<file path="src/rtl/fbuf_drain_pkg.sv">
package fbuf_drain_pkg;

  typedef enum logic [2:0] {
    ST_IDLE,
    ST_CMD,
    ST_SETTLE,
    ST_CHECK,
    ST_XFER,
    ST_STALL,
    ST_DONE,
    ST_ABORT
  } fbuf_state_e;

  // counter width that can hold 0 .. n-1, never narrower than one bit
  function automatic int unsigned fbuf_cw(int unsigned n);
    return (n < 2) ? 1 : $clog2(n);
  endfunction

endpackage

</file>
<file path="src/rtl/fbuf_sync.sv">
module fbuf_sync #(
  parameter int   STAGES  = 2,
  parameter logic RST_VAL = 1'b1
) (
  input  logic clk,
  input  logic rst_n,
  input  logic d,
  output logic q
);

  logic [STAGES-1:0] chain_q;

  generate
    if (STAGES == 1) begin : g_one
      always_ff @(posedge clk or negedge rst_n) begin
        if (!rst_n) chain_q <= RST_VAL;
        else        chain_q <= d;
      end
    end else begin : g_many
      always_ff @(posedge clk or negedge rst_n) begin
        if (!rst_n) chain_q <= {STAGES{RST_VAL}};
        else        chain_q <= {chain_q[STAGES-2:0], d};
      end
    end
  endgenerate

  assign q = chain_q[STAGES-1];

endmodule

</file>
<file path="src/rtl/fbuf_spi_shift.sv">
module fbuf_spi_shift
  import fbuf_drain_pkg::*;
#(
  parameter int HALF_CLKS = 2
) (
  input  logic       clk,
  input  logic       rst_n,
  input  logic       start,
  input  logic [7:0] tx_byte,
  input  logic       miso,
  output logic       sclk,
  output logic       mosi,
  output logic       busy,
  output logic       done,
  output logic [7:0] rx_byte
);

  localparam int DW = fbuf_cw(HALF_CLKS);

  logic [DW-1:0] div_q;
  logic          phase_q;
  logic [2:0]    bit_q;
  logic [7:0]    tx_q;
  logic [7:0]    rx_q;
  logic          busy_q;
  logic          sclk_q;
  logic          done_q;
  logic          tick;

  assign tick = (div_q == DW'(HALF_CLKS - 1));

  always_ff @(posedge clk or negedge rst_n) begin
    if (!rst_n) begin
      div_q   <= '0;
      phase_q <= 1'b0;
      bit_q   <= '0;
      tx_q    <= '0;
      rx_q    <= '0;
      busy_q  <= 1'b0;
      sclk_q  <= 1'b0;
      done_q  <= 1'b0;
    end else begin
      done_q <= 1'b0;
      if (!busy_q) begin
        if (start) begin
          busy_q  <= 1'b1;
          tx_q    <= tx_byte;
          bit_q   <= '0;
          div_q   <= '0;
          phase_q <= 1'b0;
          sclk_q  <= 1'b0;
        end
      end else if (!tick) begin
        div_q <= div_q + 1'b1;
      end else begin
        div_q <= '0;
        if (!phase_q) begin
          sclk_q  <= 1'b1;
          phase_q <= 1'b1;
          rx_q    <= {rx_q[6:0], miso};
        end else begin
          sclk_q  <= 1'b0;
          phase_q <= 1'b0;
          if (bit_q == 3'd7) begin
            busy_q <= 1'b0;
            done_q <= 1'b1;
          end else begin
            bit_q <= bit_q + 1'b1;
            tx_q  <= {tx_q[6:0], 1'b0};
          end
        end
      end
    end
  end

  assign sclk    = sclk_q;
  assign mosi    = tx_q[7];
  assign busy    = busy_q;
  assign done    = done_q;
  assign rx_byte = rx_q;

endmodule

</file>
<file path="src/rtl/fbuf_stall_timer.sv">
module fbuf_stall_timer #(
  parameter int LIMIT = 64
) (
  input  logic                       clk,
  input  logic                       rst_n,
  input  logic                       clear,
  input  logic                       run,
  output logic                       expired,
  output logic [$clog2(LIMIT+1)-1:0] count
);

  localparam int TW = $clog2(LIMIT + 1);

  logic [TW-1:0] cnt_q;

  assign expired = run && (cnt_q == TW'(LIMIT - 1));

  always_ff @(posedge clk or negedge rst_n) begin
    if (!rst_n)                cnt_q <= '0;
    else if (clear)            cnt_q <= '0;
    else if (run && !expired)  cnt_q <= cnt_q + 1'b1;
  end

  assign count = cnt_q;

endmodule

</file>
<file path="src/rtl/fbuf_drain_ctrl.sv">
module fbuf_drain_ctrl
  import fbuf_drain_pkg::*;
#(
  parameter int         LEN_W       = 8,
  parameter int         HALF_CLKS   = 2,
  parameter int         OCTET_CLKS  = 32,
  parameter int         SETTLE_CLKS = 4,
  parameter int         SYNC_STAGES = 2,
  parameter logic [7:0] CMD_BYTE    = 8'h20,
  parameter logic [7:0] FILL_BYTE   = 8'h00
) (
  input  logic             clk,
  input  logic             rst_n,
  input  logic             start,
  input  logic [LEN_W-1:0] start_len,
  output logic             spi_cs_n,
  output logic             spi_sclk,
  output logic             spi_mosi,
  input  logic             spi_miso,
  input  logic             buf_empty_in,
  output logic [7:0]       rd_data,
  output logic             rd_valid,
  input  logic             rd_ready,
  output logic             done,
  output logic             abort,
  output logic [LEN_W-1:0] byte_count
);

  localparam int TMO = 2 * OCTET_CLKS;
  localparam int TW  = $clog2(TMO + 1);
  localparam int SW  = fbuf_cw(SETTLE_CLKS);

  fbuf_state_e      state_q, state_d;
  logic [LEN_W-1:0] len_q;
  logic [LEN_W-1:0] cnt_q;
  logic [SW-1:0]    settle_q;
  logic             empty_s;
  logic             sh_start;
  logic [7:0]       sh_tx;
  logic             sh_busy;
  logic             sh_done;
  logic [7:0]       sh_rx;
  logic             tmo_expired;
  logic [TW-1:0]    stall_cnt;
  logic             out_free;
  logic [7:0]       out_data_q;
  logic             out_valid_q;
  logic             last_byte;

  fbuf_sync #(
    .STAGES  (SYNC_STAGES),
    .RST_VAL (1'b1)
  ) u_sync (
    .clk   (clk),
    .rst_n (rst_n),
    .d     (buf_empty_in),
    .q     (empty_s)
  );

  fbuf_spi_shift #(
    .HALF_CLKS (HALF_CLKS)
  ) u_shift (
    .clk     (clk),
    .rst_n   (rst_n),
    .start   (sh_start),
    .tx_byte (sh_tx),
    .miso    (spi_miso),
    .sclk    (spi_sclk),
    .mosi    (spi_mosi),
    .busy    (sh_busy),
    .done    (sh_done),
    .rx_byte (sh_rx)
  );

  fbuf_stall_timer #(
    .LIMIT (TMO)
  ) u_timer (
    .clk     (clk),
    .rst_n   (rst_n),
    .clear   ((state_q == ST_IDLE) || !empty_s),
    .run     ((state_q == ST_STALL) && empty_s),
    .expired (tmo_expired),
    .count   (stall_cnt)
  );

  assign out_free  = !out_valid_q || rd_ready;
  assign last_byte = ((cnt_q + LEN_W'(1)) == len_q);

  always_comb begin
    state_d  = state_q;
    sh_start = 1'b0;
    sh_tx    = FILL_BYTE;
    unique case (state_q)
      ST_IDLE: begin
        if (start) begin
          state_d  = ST_CMD;
          sh_start = 1'b1;
          sh_tx    = CMD_BYTE;
        end
      end
      ST_CMD: begin
        if (sh_done) state_d = (len_q == '0) ? ST_DONE : ST_SETTLE;
      end
      ST_SETTLE: begin
        if (settle_q == SW'(SETTLE_CLKS - 1)) state_d = ST_CHECK;
      end
      ST_CHECK: begin
        if (empty_s) begin
          state_d = ST_STALL;
        end else if (out_free && !sh_busy) begin
          state_d  = ST_XFER;
          sh_start = 1'b1;
        end
      end
      ST_XFER: begin
        if (sh_done) state_d = last_byte ? ST_DONE : ST_CHECK;
      end
      ST_STALL: begin
        if (tmo_expired)   state_d = ST_ABORT;
        else if (!empty_s) state_d = ST_CHECK;
      end
      ST_DONE:  state_d = ST_IDLE;
      ST_ABORT: state_d = ST_IDLE;
      default:  state_d = ST_IDLE;
    endcase
  end

  always_ff @(posedge clk or negedge rst_n) begin
    if (!rst_n) begin
      state_q  <= ST_IDLE;
      len_q    <= '0;
      cnt_q    <= '0;
      settle_q <= '0;
    end else begin
      state_q <= state_d;
      if (state_q == ST_IDLE && start) begin
        len_q <= start_len;
        cnt_q <= '0;
      end
      if (state_q == ST_XFER && sh_done) cnt_q <= cnt_q + 1'b1;
      if (state_q == ST_SETTLE) settle_q <= settle_q + 1'b1;
      else                      settle_q <= '0;
    end
  end

  always_ff @(posedge clk or negedge rst_n) begin
    if (!rst_n) begin
      out_valid_q <= 1'b0;
      out_data_q  <= '0;
    end else if (state_q == ST_XFER && sh_done) begin
      out_valid_q <= 1'b1;
      out_data_q  <= sh_rx;
    end else if (rd_ready) begin
      out_valid_q <= 1'b0;
    end
  end

  always_comb begin
    unique case (state_q)
      ST_CMD, ST_SETTLE, ST_CHECK, ST_XFER, ST_STALL: spi_cs_n = 1'b0;
      default:                                        spi_cs_n = 1'b1;
    endcase
  end

  assign rd_data    = out_data_q;
  assign rd_valid   = out_valid_q;
  assign done       = (state_q == ST_DONE);
  assign abort      = (state_q == ST_ABORT);
  assign byte_count = cnt_q;

endmodule

</file>
<file path="config.mk">
export PLATFORM = sky130hd
export DESIGN_NAME = fbuf_drain_ctrl
export DESIGN_NICKNAME = d
export VERILOG_FILES = /design/src/rtl/fbuf_drain_pkg.sv /design/src/rtl/fbuf_sync.sv /design/src/rtl/fbuf_spi_shift.sv /design/src/rtl/fbuf_stall_timer.sv /design/src/rtl/fbuf_drain_ctrl.sv
export SDC_FILE = /design/constraint.sdc
export NUM_CORES = 1
export LEC_CHECK = 0
export BUFFER_PORTS_ARGS = -buffer_cell sky130_fd_sc_hd__buf_4
export CAP_MARGIN = 20
export CORE_MARGIN = 2
export CORE_UTILIZATION = 40
export CTS_BUF_LIST = sky130_fd_sc_hd__clkbuf_8 sky130_fd_sc_hd__clkbuf_16
export CTS_CLUSTER_SIZE = 14
export DETAILED_ROUTE_END_ITERATION = 12
export HOLD_SLACK_MARGIN = 0.15
export PLACE_DENSITY = 0.65
export SLEW_MARGIN = 40
export SYNTH_ARGS = -nofsm -noshare
export SYNTH_HDL_FRONTEND = slang
export SYNTH_SLANG_ARGS = --single-unit
</file>
<file path="constraint.sdc">
create_clock -name clk -period 4.7 [get_ports clk]
set_input_delay 0.47 -clock clk [delete_from_list [all_inputs] [get_ports clk]]
set_output_delay 0.47 -clock clk [all_outputs]
set_load 0.01 [all_outputs]
</file>
==> results.cfg, run 1 <==
[detailed_routing]
ant_nets = 0
drcViolationCount = 0
finalWirelength_mm = 5.39
drtIter0Drc = 136
drt-wirelength-per-cell_um = 13.8
vias_per_cell = 5.26
dr.pass1.iters = 4
dr_total_vias = 2063

[synth]
yosysSeqAreaShare_pct = 52.0
ys_top_cells_by_area = dfrtp_1 (50%), nand2_1 (7.4%), mux2_2 (6.6%), xor2_1 (3.2%), nor2_1 (2.7%)
netlist.top_cell.by_area = dfrtp_1
syn_nets = 290
ys_top_cells_by_count = dfrtp_1 (55), nand2_1 (54), nor2_1 (20)
synth_ff_type = dfrtp_1
synth-edff-count = 0
syn_area_mm2 = 0.00275
ys_types = 53
syn_inst = 271
synth-warning-count = 0
yosysMostFrequentCell = dfrtp_1
ys_seq_elements = 57
synthArstFlopShare_pct = 100
syn_avg_cell_area_um2 = 10.1
synth_top_cell_area_share_pct = 50.1

[die]
ioPinCount = 36
dieWidth_um = 86.9
start_util_pct = 40.9
die_area_mm2 = 0.00755
core_area_mm2 = 0.00672
die_y_um = 86.9
core.rowCount = 30

[timing]
finalSetupViolCount = 0
period_share_pct = 46.2
max_clock_freq_mhz = 461
finalCriticalPeriod_ns = 2.17
holdWs_ns = 0.169
tightest_slew_ns = 0.771
final.setup.tns_ns = 0
finalClockSkew_ns = 0.00482
slew_headroom_pct = 48.5
finalHoldViolCount = 0
finalMaxSlewViolations = 0
rsz0062_at_grt = false

[cells_and_area]
final_util_pct = 48.6
n_antenna_cell = 0
layout.nets = 326
syn_to_final_growth_pct = 18.8
drive_gt1_share_pct = 25.3

[placed_design]
io_buffers = 35
place_congestion = 0.763
hpwlAfterDp_mm = 3.69

[setup_path]
cp_max_fo = 13
cp_data_required_time_ns = 4.90
critPathKind = reg -> reg
end_kind = flip-flop
crit_chain = nor3_2, and2_1, nor3_2, nand2b_1, nand2_1, o21ai_0
slowest_delay_ns = 0.53
cp_data_arrival_time_ns = 2.37
crit_top_cell = nor3_2
crit_slowest_cell = dfrtp_1
setup.worst_path.start_class = flip-flop

[cts]
cts_htree_levels = 3
clock_latency_ns = 0.34
cts.sinks = 57
cts_root_buf = clkbuf_8
cts_buffer_depth = 2
cts-resized-gates = 0
clkTransAtPathRegs_ns = 0.07
cts_made_buffers = 9
cts_tree = done
holdBufCountCts = 0
postCtsSetupBuffers = 0

[global_routing]
grt_antenna_before_repair = 0
grt_pass1_wl_mm = 9.42
grt_start_max_net_pins = 58
overflow = 0
grt_pass1_vias = 1938
grt_use_total_pct = 16.3

[power_and_ir_drop]
power_density_mw_per_mm2 = 530
p_leak_nw = 1.53
peakVddDrop_uv = 244

[run]
maxCapViolations = 0

[status]
outcome = finished, final reports clean

[hold_path]
min_path_type = in -> async
final timing paths:
check                                                 start                          end  slack (ns)  cells after the start
worst max-delay path                 state_q[1]$_DFFE_PN0P_  u_shift.tx_q[5]$_DFFE_PN0P_        2.53                      6
worst min-delay path                                  rst_n       rd_data[5]$_DFFE_PN0P_        0.17                      1
worst min register to register  u_sync.chain_q[0]$_DFF_PN1_  u_sync.chain_q[1]$_DFF_PN1_        0.36                      0
min in group clk                               buf_empty_in  u_sync.chain_q[0]$_DFF_PN1_        0.24                      1
max in group asynchronous                             rst_n       state_q[1]$_DFFE_PN0P_        4.03                      1
worst max register to register       state_q[1]$_DFFE_PN0P_  u_shift.tx_q[5]$_DFFE_PN0P_        2.53                      6
report_power, final:
group	switching, mW	leakage, nW	internal (mW)
clock	0.212	0.104	0.249
sequential	0.144	0.737	0.618
combinational	0.244	0.692	0.262
flip-flops by register name, summed over array words and instances (netlist names):
name,flops
u_shift.phase_q,1
u_timer.count,7
u_shift.tx_q,3
rd_data,8
u_shift.rx_byte,8
u_shift.div_q,1
settle_q,2
u_shift.busy,1
u_shift.done,1
u_shift.bit_q,3
len_q,8
u_sync.chain_q,2
state_q,3
rd_valid,1
byte_count,8
area by class of cell:
| class | instances | area [µm²] |
|---|---|---|
| multi-input combinational | 199 | 1250 |
| tap | 80 | 100 |
| clock inverter | 7 | 78.8 |
| timing repair buffer | 35 | 263 |
| inverter | 5 | 18.8 |
| clock buffer | 9 | 124 |
| sequential | 57 | 1430 |
| fill | 636 | 3450 |
metal layers:
metal | vias to the layer above | global-route usage [%] | part of all wire, %
met3 | 8 | 6.07 | 4.3
met4 | 0 | 5.82 | 1.8
met1 | 1012 | 21.8 | 48
met5 | - | 0 | 0
met2 | 32 | 24.4 | 46
li1 | 1011 | - | -
kinds of logic (layout without fill, tap and decap cells):
kind of cell,Yosys count,after routing,share of synthesized area [%]
AOI/OAI and AO/OA,45,45,10.4
xor gates and xnor gates,17,17,5.42
adders and majority gates,5,5,2.28
buffers and inverters,15,56,2.73
DFF,57,57,52.0
muxes,17,17,6.92
and+or+nand+nor,115,115,20.3
through the flow:
stage	power, mW	setup slack [ns]	instances	instance area [µm²]
after detailed placement	1.28	2.49	376	3060
after global placement	1.26	2.58	376	3060
after CTS	1.75	2.49	392	3260
final	1.73	2.53	392	3260
after floorplan	1.15	2.92	271	2750
after global routing	1.86	2.32	392	3260
worst max-delay path: cells and delay by family, from the launching register on:
| kind | cells | cell delay (ns) |
|---|---|---|
| AO/OA/AOI/OAI | 1 | 0.09 |
| AND/OR/NAND/NOR | 5 | 1.42 |
| flip-flops | 1 | 0.53 |
cell usage in the layout (no fill, tap or decap), types with 2 or more instances in the layout:
cell and n:
a21oi_1 7, a311oi_1 2, a31oi_1 2, and3_1 6, buf_4 35, clkbuf_8 9, clkinv_4 4, dfrtp_1 55
dfstp_2 2, ha_1 5, inv_1 4, mux2_2 16, nand2_1 54, nand2b_1 6, nand3_1 3, nand3_2 2
nand4_1 4, nor2_1 20, nor3_1 5, nor3_2 3, o21a_1 2, o21ai_0 13, o21ai_1 6, xnor2_1 7
xor2_1 10
No activity file was read; power rests on OpenSTA's default activity.
==> inputs of run 2 (changes only) <==
Clock period 4.7 ns to 2.2 ns, I/O delays scaled along.
==> results.cfg, run 2 (synthesis results as in run 1) <==
[cts]
cts_buffer_depth = 2
cts_htree_levels = 3
cts_tree = done
cts-resized-gates = 0
clkTransAtPathRegs_ns = 0.07
cts_made_buffers = 9
clock_latency_ns = 0.35
cts_root_buf = clkbuf_8
cts.sinks = 57

[die]
core_area_mm2 = 0.00672
core.rowCount = 30
die_area_mm2 = 0.00755
start_util_pct = 40.9
dieWidth_um = 86.9
die_y_um = 86.9
ioPinCount = 36

[placed_design]
hpwlAfterDp_mm = 3.72
io_buffers = 35
place_congestion = 0.820
pre_cts_slack_ns = 0.318

[timing]
finalSetupViolCount = 0
finalMaxSlewViolations = 0
max_clock_freq_mhz = 517
finalClockSkew_ns = 0.0175
finalHoldViolCount = 0
rsz0062_at_grt = false
tightest_slew_ns = 0.712
slew_headroom_pct = 52.5
setup_ws_ns = 0.264
final.setup.tns_ns = 0
period_share_pct = 88.0
finalCriticalPeriod_ns = 1.94

[cells_and_area]
regArea_mm2 = 0.00143
drive_gt1_share_pct = 25.4
nFillCells = 575
syn_to_final_growth_pct = 23.8
layout.nets = 341
multi_input_area_mm2 = 0.00124
n_antenna_cell = 0
layout_common_cells = dfrtp_1 (55), nand2_1 (54), buf_4 (39)
layout_commonest_cell = dfrtp_1

[detailed_routing]
drcViolationCount = 0
dr_total_vias = 2083
finalWirelength_mm = 5.62
drt-wirelength-per-cell_um = 13.8
vias_per_cell = 5.12
drtIter0Drc = 103
ant_nets = 0
dr.pass1.iters = 4

[power_and_ir_drop]
power_density_mw_per_mm2 = 1120
p_leak_nw = 1.60
peakVddDrop_uv = 570

[setup_path]
critPathKind = reg -> reg
cp_max_fo = 15
cp_data_arrival_time_ns = 2.14
cp_data_required_time_ns = 2.40
end_kind = flip-flop
setup.worst_path.start_class = flip-flop

[global_routing]
grt_pass1_vias = 2007
grt_antenna_before_repair = 0
overflow = 0
grt_use_total_pct = 16.2
grt_pass1_wl_mm = 9.47
grt_start_max_net_pins = 58

[hold_path]
min_path_type = in -> reg

[run]
maxCapViolations = 0

[status]
outcome = finished, final reports clean
run 2: cell types whose count changed in the layout (fill, tap and decap cells not counted), sizes merged:
cell         before  now
inv               6   10
dlygate4sd3       0   11
clkinv            5    1
buf              35   39
run 2: repair_timing:
item / 4_1_cts / 5_1_grt
endpoints found under the setup margin: 0 / 0
hold buffers: 11 / 0
endpoints found under the hold margin: 65 / 0
buffers inserted: 0 / 0
run 2: final cells by class:
type | instances | area share [%]
tap | 80 | 2.94
clock buffer | 9 | 3.64
multi-input combinational | 199 | 36.6
inverter | 5 | 0.552
sequential | 57 | 42.0
clock inverter | 7 | 2.43
timing repair buffer | 50 | 11.8
run 2: through the flow:
| step | hold slack (ns) | total power [mW] | utilization (%) | cell area (µm²) | cells |
|---|---|---|---|---|---|
| 2_1_floorplan | -0.0756 | 2.45 | - | 2750 | 271 |
| 3_3_place_gp | 0.321 | 2.72 | 45.9 | 3090 | 380 |
| 3_5_place_dp | 0.326 | 2.76 | 45.9 | 3090 | 380 |
| 4_1_cts | 0.170 | 3.82 | 50.6 | 3400 | 407 |
| 5_1_grt | 0.173 | 4.05 | 50.6 | 3400 | 407 |
| 6_report | 0.175 | 3.79 | 50.6 | 3400 | 407 |
run 2: power by group:
group	total, mW	switching, mW	internal, mW
logic	1.15	0.555	0.590
clock network	1.03	0.485	0.544
registers	1.62	0.299	1.32
total	3.79	1.34	2.45
run 2: final timing paths:
check	from	end	slack, ns	cells after the start
worst min register to register	u_sync.chain_q[0]$_DFF_PN1_	u_sync.chain_q[1]$_DFF_PN1_	0.36	0
worst max register to register	state_q[2]$_DFFE_PN0P_	u_shift.tx_q[5]$_DFFE_PN0P_	0.26	6
min in group asynchronous	rst_n	byte_count[0]$_DFFE_PN0P_	0.46	2
max in group asynchronous	rst_n	u_timer.count[0]$_DFFE_PN0P_	1.24	2
worst min-delay path	start	u_shift.tx_q[5]$_DFFE_PN0P_	0.18	3
worst max-delay path	state_q[2]$_DFFE_PN0P_	u_shift.tx_q[5]$_DFFE_PN0P_	0.26	6
run 2: routing by layer:
metal	routed length, µm	global-route usage, %
met1	2780	22.0
met2	2530	24.6
met3	187	3.70
met4	124	7.67
met5	0	0
run 2: worst max-delay path: stages (launching register included):
cell	delay [ns]
dfrtp_1	0.54
nor2b_2	0.27
nor4b_1	0.33
nor3_2	0.10
nand2b_1	0.33
nand2_1	0.14
o21ai_0	0.09
